===== src/rtl/vic_pkg.sv =====
package vic_pkg;
  localparam logic [7:0] CMD_INIT   = 8'h11;
  localparam logic [7:0] CMD_RD_ISR = 8'h0B;
  localparam logic [7:0] CMD_RD_IRR = 8'h0A;
  localparam logic [4:0] CMD_EOI_HI = 5'b01100;

  typedef struct packed {
    logic       initClr;
    logic       loadBase;
    logic       loadCasc;
    logic       loadMode;
    logic       loadMask;
    logic       eoi;
    logic [2:0] eoiIdx;
    logic       selIsr;
    logic       selIrr;
  } vicStrobes_t;
endpackage


===== src/rtl/vic_ctrl.sv =====
module vic_ctrl
  import vic_pkg::*;
(
  input  logic        clk,
  input  logic        rstN,
  input  logic        wrEn,
  input  logic        addr,
  input  logic [7:0]  wrData,
  output vicStrobes_t strb
);
  typedef enum logic [1:0] {S_RUN, S_W2, S_W3, S_W4} seqState_t;
  seqState_t state, stateNxt;

  always_comb begin
    strb = '0;
    stateNxt = state;
    if (wrEn) begin
      if (!addr) begin
        if (wrData == CMD_INIT) begin
          strb.initClr = 1'b1;
          stateNxt = S_W2;
        end else if (state == S_RUN) begin
          if (wrData[7:3] == CMD_EOI_HI) begin
            strb.eoi = 1'b1;
            strb.eoiIdx = wrData[2:0];
          end
          if (wrData == CMD_RD_ISR) strb.selIsr = 1'b1;
          if (wrData == CMD_RD_IRR) strb.selIrr = 1'b1;
        end
      end else begin
        case (state)
          S_W2: begin strb.loadBase = 1'b1; stateNxt = S_W3; end
          S_W3: begin strb.loadCasc = 1'b1; stateNxt = S_W4; end
          S_W4: begin strb.loadMode = 1'b1; stateNxt = S_RUN; end
          default: strb.loadMask = 1'b1;
        endcase
      end
    end
  end

  always_ff @(posedge clk) begin
    if (!rstN) state <= S_RUN;
    else       state <= stateNxt;
  end


  init_seq_chk: assert property (@(posedge clk) disable iff (!rstN)
    strb.initClr |=> (state == S_W2));


  seq_order_chk: assert property (@(posedge clk) disable iff (!rstN)
    (strb.loadCasc && !strb.initClr) |=> (state == S_W4));
endmodule


===== src/rtl/vic_dp.sv =====
module vic_dp
  import vic_pkg::*;
#(
  parameter int NUM_IN = 8
) (
  input  logic              clk,
  input  logic              rstN,
  input  vicStrobes_t       strb,
  input  logic [7:0]        wrData,
  input  logic              addr,
  input  logic [NUM_IN-1:0] irqIn,
  input  logic              ackStb,
  output logic [7:0]        rdData,
  output logic              intOut,
  output logic [7:0]        vecOut,
  output logic [7:0]        cascadeCfg
);
  localparam int IDX_W = $clog2(NUM_IN);
  localparam logic [IDX_W-1:0] LAST_IDX = IDX_W'(NUM_IN - 1);

  logic [NUM_IN-1:0] irr, isr, mask, irqPrev, rise, pend, ackClr, ackSet, eoiClr;
  logic [7:0] baseReg, cascReg;
  logic aeoiMode, readIsr;
  logic winVld, isrVld, grant;
  logic [IDX_W-1:0] winIdx, isrIdx;

  assign rise = irqIn & ~irqPrev;
  assign pend = irr & ~mask;

  always_comb begin
    winVld = 1'b0; winIdx = '0;
    isrVld = 1'b0; isrIdx = '0;
    for (int i = NUM_IN - 1; i >= 0; i--) begin
      if (pend[i]) begin winVld = 1'b1; winIdx = IDX_W'(i); end
      if (isr[i])  begin isrVld = 1'b1; isrIdx = IDX_W'(i); end
    end
  end

  assign grant  = winVld && (!isrVld || (winIdx < isrIdx));
  assign intOut = grant;
  assign ackClr = (ackStb && grant) ? (NUM_IN'(1) << winIdx) : '0;
  assign ackSet = aeoiMode ? '0 : ackClr;
  assign eoiClr = strb.eoi ? (NUM_IN'(1) << strb.eoiIdx) : '0;

  always_ff @(posedge clk) begin
    if (!rstN) irqPrev <= '0;
    else       irqPrev <= irqIn;
  end

  always_ff @(posedge clk) begin
    if (!rstN || strb.initClr) begin
      irr     <= '0;
      isr     <= '0;
      mask    <= '1;
      readIsr <= 1'b0;
    end else begin
      irr <= (irr & ~ackClr) | rise;
      isr <= (isr & ~eoiClr) | ackSet;
      if (strb.loadMask) mask <= wrData[NUM_IN-1:0];
      if (strb.selIsr) readIsr <= 1'b1;
      else if (strb.selIrr) readIsr <= 1'b0;
    end
  end

  always_ff @(posedge clk) begin
    if (!rstN) begin
      baseReg  <= '0;
      cascReg  <= '0;
      aeoiMode <= 1'b0;
      vecOut   <= '0;
    end else begin
      if (strb.loadBase) baseReg <= wrData;
      if (strb.loadCasc) cascReg <= wrData;
      if (strb.loadMode) aeoiMode <= wrData[1];
      if (ackStb) vecOut <= baseReg + 8'(grant ? winIdx : LAST_IDX);
    end
  end

  assign cascadeCfg = cascReg;
  assign rdData = addr ? 8'(mask) : 8'(readIsr ? isr : irr);


  isr_gain_on_ack_chk: assert property (@(posedge clk) disable iff (!rstN)
    (|(isr & ~$past(isr))) |-> ($past(ackStb) && !$past(aeoiMode)));


  aeoi_no_isr_chk: assert property (@(posedge clk) disable iff (!rstN)
    (ackStb && aeoiMode) |=> ((isr & ~$past(isr)) == '0));


  eoi_single_bit_chk: assert property (@(posedge clk) disable iff (!rstN)
    (strb.eoi && !ackStb) |=> ($countones(isr ^ $past(isr)) <= 1));


  init_clear_chk: assert property (@(posedge clk) disable iff (!rstN)
    strb.initClr |=> ((mask == '1) && (isr == '0) && (irr == '0)));


  int_needs_pend_chk: assert property (@(posedge clk) disable iff (!rstN)
    intOut |-> ((pend != '0) && !isr[0]));


  spurious_vec_chk: assert property (@(posedge clk) disable iff (!rstN)
    (ackStb && !intOut && !strb.eoi && !strb.initClr) |=>
      ((vecOut == $past(baseReg) + 8'(NUM_IN - 1)) && (isr == $past(isr))));
endmodule


===== src/rtl/vec_intc.sv =====
module vec_intc
  import vic_pkg::*;
(
  input  logic       clk,
  input  logic       rstN,
  input  logic       wrEn,
  input  logic       addr,
  input  logic [7:0] wrData,
  output logic [7:0] rdData,
  input  logic [7:0] irqIn,
  input  logic       ackStb,
  output logic       intOut,
  output logic [7:0] vecOut,
  output logic [7:0] cascadeCfg
);
  vicStrobes_t strb;

  vic_ctrl u_ctrl (
    .clk(clk), .rstN(rstN), .wrEn(wrEn), .addr(addr), .wrData(wrData), .strb(strb)
  );

  vic_dp #(.NUM_IN(8)) u_dp (
    .clk(clk), .rstN(rstN), .strb(strb), .wrData(wrData), .addr(addr),
    .irqIn(irqIn), .ackStb(ackStb), .rdData(rdData), .intOut(intOut),
    .vecOut(vecOut), .cascadeCfg(cascadeCfg)
  );
endmodule


===== config.mk =====
export PLATFORM = sky130hd
export DESIGN_NAME = vec_intc
export DESIGN_NICKNAME = d
export VERILOG_FILES = /design/src/rtl/vic_pkg.sv /design/src/rtl/vic_ctrl.sv /design/src/rtl/vic_dp.sv /design/src/rtl/vec_intc.sv
export SDC_FILE = /design/constraint.sdc
export NUM_CORES = 1
export LEC_CHECK = 0
export BUFFER_PORTS_ARGS = -buffer_cell sky130_fd_sc_hd__buf_2
export CAP_MARGIN = 30
export CORE_ASPECT_RATIO = 1.2
export CORE_UTILIZATION = 45
export CTS_CLUSTER_DIAMETER = 100
export DETAILED_ROUTE_END_ITERATION = 10
export GPL_TIMING_DRIVEN = 0
export PLACE_DENSITY = 0.71
export SYNTH_ARGS = -nofsm -noshare
export SYNTH_HDL_FRONTEND = slang
export SYNTH_SLANG_ARGS = --single-unit

===== constraint.sdc =====
create_clock -name clk -period 10.5 [get_ports clk]
set_input_delay 0.525 -clock clk [delete_from_list [all_inputs] [get_ports clk]]
set_output_delay 0.525 -clock clk [all_outputs]
set_load 0.01 [all_outputs]

==> summary.txt <==
Status
  – Status: finished clean

Route
  – Detailed-route via count: 2765
  – First-pass detailed-route iteration total: 4
  – Routed wire length per instance: 15.5 µm
  – Drt drc: 0
  – DR iter-0 viols: 163
  – Final wirelength: 7770 µm
  – Via-per-instance ratio: 5.50
  – ANT nets after route: 0

Setup path
  – Critical Path Max Stage Delay: 0.39 ns
  – CP Capture Type: flop
  – CP max stage cell: dfxtp_1
  – Crit path max fanout: 7
  – WP buf/inv: 1
  – Kind of critical path: reg -> reg
  – Delay-heaviest family, CP: compound AO/OA/AOI/OAI gates
  – Setup crit start kind: flop
  – Cells along the critical path: nor2b_1 > and4b_1 > nand2b_2 > inv_2 > ha_1 > a211oi_1 > o21ai_0 > o21ai_1 > nand3b_1 > ha_1 > a21o_1 > a21oi_1 > nor3_1 > xnor2_1 > a211oi_1
  – Crit path DAT: 4.15 ns
  – Req. time, crit path: 10.75 ns

Synthesis
  – Synth Area in XOR/XNOR: 0.0173
  – Top_reg_cell synth: dfxtp_1
  – Largest family of logic cells by synthesized area: simple AND/OR/NAND/NOR gates
  – Ys Warns: 0
  – Number of flops mapped to enable cells by yosys: 0
  – Sequential fraction of the synthesis area: 0.396
  – Yosys top cell area share: 0.396
  – Synthesized area per cell: 8.40 µm²
  – Syn Inst Count: 361
  – Post-synthesis simple-gate area fraction: 0.298
  – Cell taking the most area after synthesis: dfxtp_1
  – Most common library cells after synthesis: nand2_1, dfxtp_1, a21oi_1
  – Count leader, synth: nand2_1
  – Synth Cell Area: 3030 µm²
  – Mux share of post-synthesis cell area: 0.0429
  – Synth Area in Compound Gates: 0.181
  – Ys async rst share: 0
  – Synthesized Nets: 388
  – Seq cells post-synth: 60
  – Largest cells by area after synthesis: dfxtp_1, nand2_1, a21oi_1, mux2i_1, a32o_1
  – Yosys cell types: 57
  – Post-Synth Adder-Cell Area: 0.0272

Clock tree
  – TritonCTS Buffers: 9
  – Hold_buf cts: 0
  – Clk_lat worst skew: 0.34 ns
  – CTS clock-pin slew for the worst setup and hold paths: 0.07 ns
  – H-Tree Depth: 3
  – Resized Gates After CTS: 0
  – CTS tree: built
  – Root buffer cell: clkbuf_8
  – Sinks on Clock Net: 60
  – Post-CTS setup buffers: 0
  – CTS max path bufs: 2

Global routing
  – First-pass GRT wire length: 12800 µm
  – Pin count of the biggest net entering global routing: 11
  – Initial antenna violation count: 0
  – Total gr overflow: 0
  – Vias in the first global route: 2622
  – GRT Overall Usage: 0.238

Timing
  – Final setup TNS: 0 ns
  – Slew headroom: 0.453
  – RSZ-0062 raised after global routing: false
  – Final slew viol count: 0
  – Part of the cycle the worst path needs: 0.371
  – Final worst slack: 6.61 ns
  – Hold WS: 0.394 ns
  – Achievable frequency: 257 MHz
  – Final-report hold violation count: 0
  – Final Setup Violations: 0
  – Tightest Pin Transition: 0.814 ns
  – Fin crit period: 3.89 ns
  – Clk_skew: 0.00347 ns

Finish
  – Finished Cell Area: 3550 µm²
  – Share of cells above drive strength 1: 0.184
  – Fill count: 652
  – Area Growth Syn to Fin: 17.0%
  – Final nets: 440
  – Diodes inserted: 0
  – Final cell count without fillers: 503

Place
  – Placement Setup Slack: 6.63 ns
  – Area after DPL: 3340 µm²
  – Placer congestion estimate: 0.868
  – Hpwl dp: 5660 µm
  – Port Buf Inserts: 41
  – Post-Place Cells: 487

Floorplan
  – Core area: 6490 µm²
  – Starting density of the core: 0.467
  – Die height: 91.9 µm
  – Die Area: 7070 µm²
  – Chip width: 76.9 µm
  – I/O Pins: 46
  – # rows: 32

Power and ir drop
  – LEAKAGE: 1.44 nW
  – PwrDens: 150 nW/µm²
  – Max VDD drop: 0.0822 mV

Flow run
  – Max-cap violation count: 0

Min path
  – Hold crit path type: in -> reg
state kept, by name, summed over array words and instances (netlist names):
name / count
u_dp.isr: 8
u_ctrl.state: 2
u_dp.cascadeCfg: 8
u_dp.readIsr: 1
u_dp.irr: 8
u_dp.baseReg: 8
u_dp.mask: 8
u_dp.aeoiMode: 1
u_dp.vecOut: 8
u_dp.irqPrev: 8
layer usage:
layer | GRT usage | wire [µm]
met4 | 0.114 | 238
met3 | 0.0657 | 353
met1 | 0.286 | 3510
met2 | 0.389 | 3680
met5 | 0 | 0
power by group:
part / leakage [nW] / total (mW) / switching [mW] / internal [mW]
Sequential: 0.491 / 0.245 / 0.00774 / 0.237
Clock: 0.102 / 0.213 / 0.0914 / 0.122
Combinational: 0.850 / 0.0738 / 0.0446 / 0.0292
cells in the final DEF, fill, tap and decap left out, drive strengths merged, types with 5 or more instances in the layout:
cell type	instances
inv	7
nor2b	9
a21oi	30
nand3	15
xnor2	5
buf	47
and2	9
nor4	5
o21ai	18
a32o	8
a211oi	11
nor3	9
ha	5
nor2	18
nand2	72
mux2i	13
nand2b	14
dfxtp	60
clkbuf	23
final timing paths:
check                           from                 end  slack, ns  depth (start not counted)
setup reg to reg         u_dp.irr[7]      u_dp.vecOut[7]       6.61                         15
hold reg to reg   u_dp.cascadeCfg[4]  u_dp.cascadeCfg[4]       0.45                          2
setup / recovery         u_dp.irr[7]      u_dp.vecOut[7]       6.61                         15
hold / removal              irqIn[6]     u_dp.irqPrev[6]       0.39                          2
cell families after synthesis:
group                      count (synthesis)
DFF                                       60
muxes                                     13
and+or+nand+nor                          169
adders and majority gates                  6
buffers and inverters                     25
AOI/OAI and AO/OA                         82
xor gates and xnor gates                   6
metrics by stage:
| step | util | power (mW) |
|---|---|---|
| 6_report | 0.547 | 0.532 |
| 3_3_place_gp | 0.515 | 0.321 |
| 3_5_place_dp | 0.515 | 0.323 |
| 2_1_floorplan | - | 0.297 |
| 4_1_cts | 0.547 | 0.536 |
| 5_1_grt | 0.547 | 0.558 |
worst reg2reg max path: cells and delay by family, from the launching register on:
| kind | cells | cell delay [ns] |
|---|---|---|
| AND/OR/NAND/NOR | 5 | 1.07 |
| AO/OA/AOI/OAI | 6 | 1.39 |
| flip-flops | 1 | 0.39 |
| buffers and inverters | 1 | 0.20 |
| adder cells (fa/ha/maj) | 2 | 0.60 |
| XOR/XNOR | 1 | 0.14 |
cell type report:
cell class / instances / area (µm²) / area share
clock buffer: 12 / 155 / 0.0438
sequential: 60 / 1200 / 0.339
buffer: 17 / 83.8 / 0.0236
multi-input combinational: 276 / 1720 / 0.484
inverter: 8 / 30.0 / 0.00847
clock inverter: 4 / 47.5 / 0.0134
tap: 85 / 106 / 0.0300
timing repair buffer: 41 / 205 / 0.0579
(Power assumes the default switching activity.)
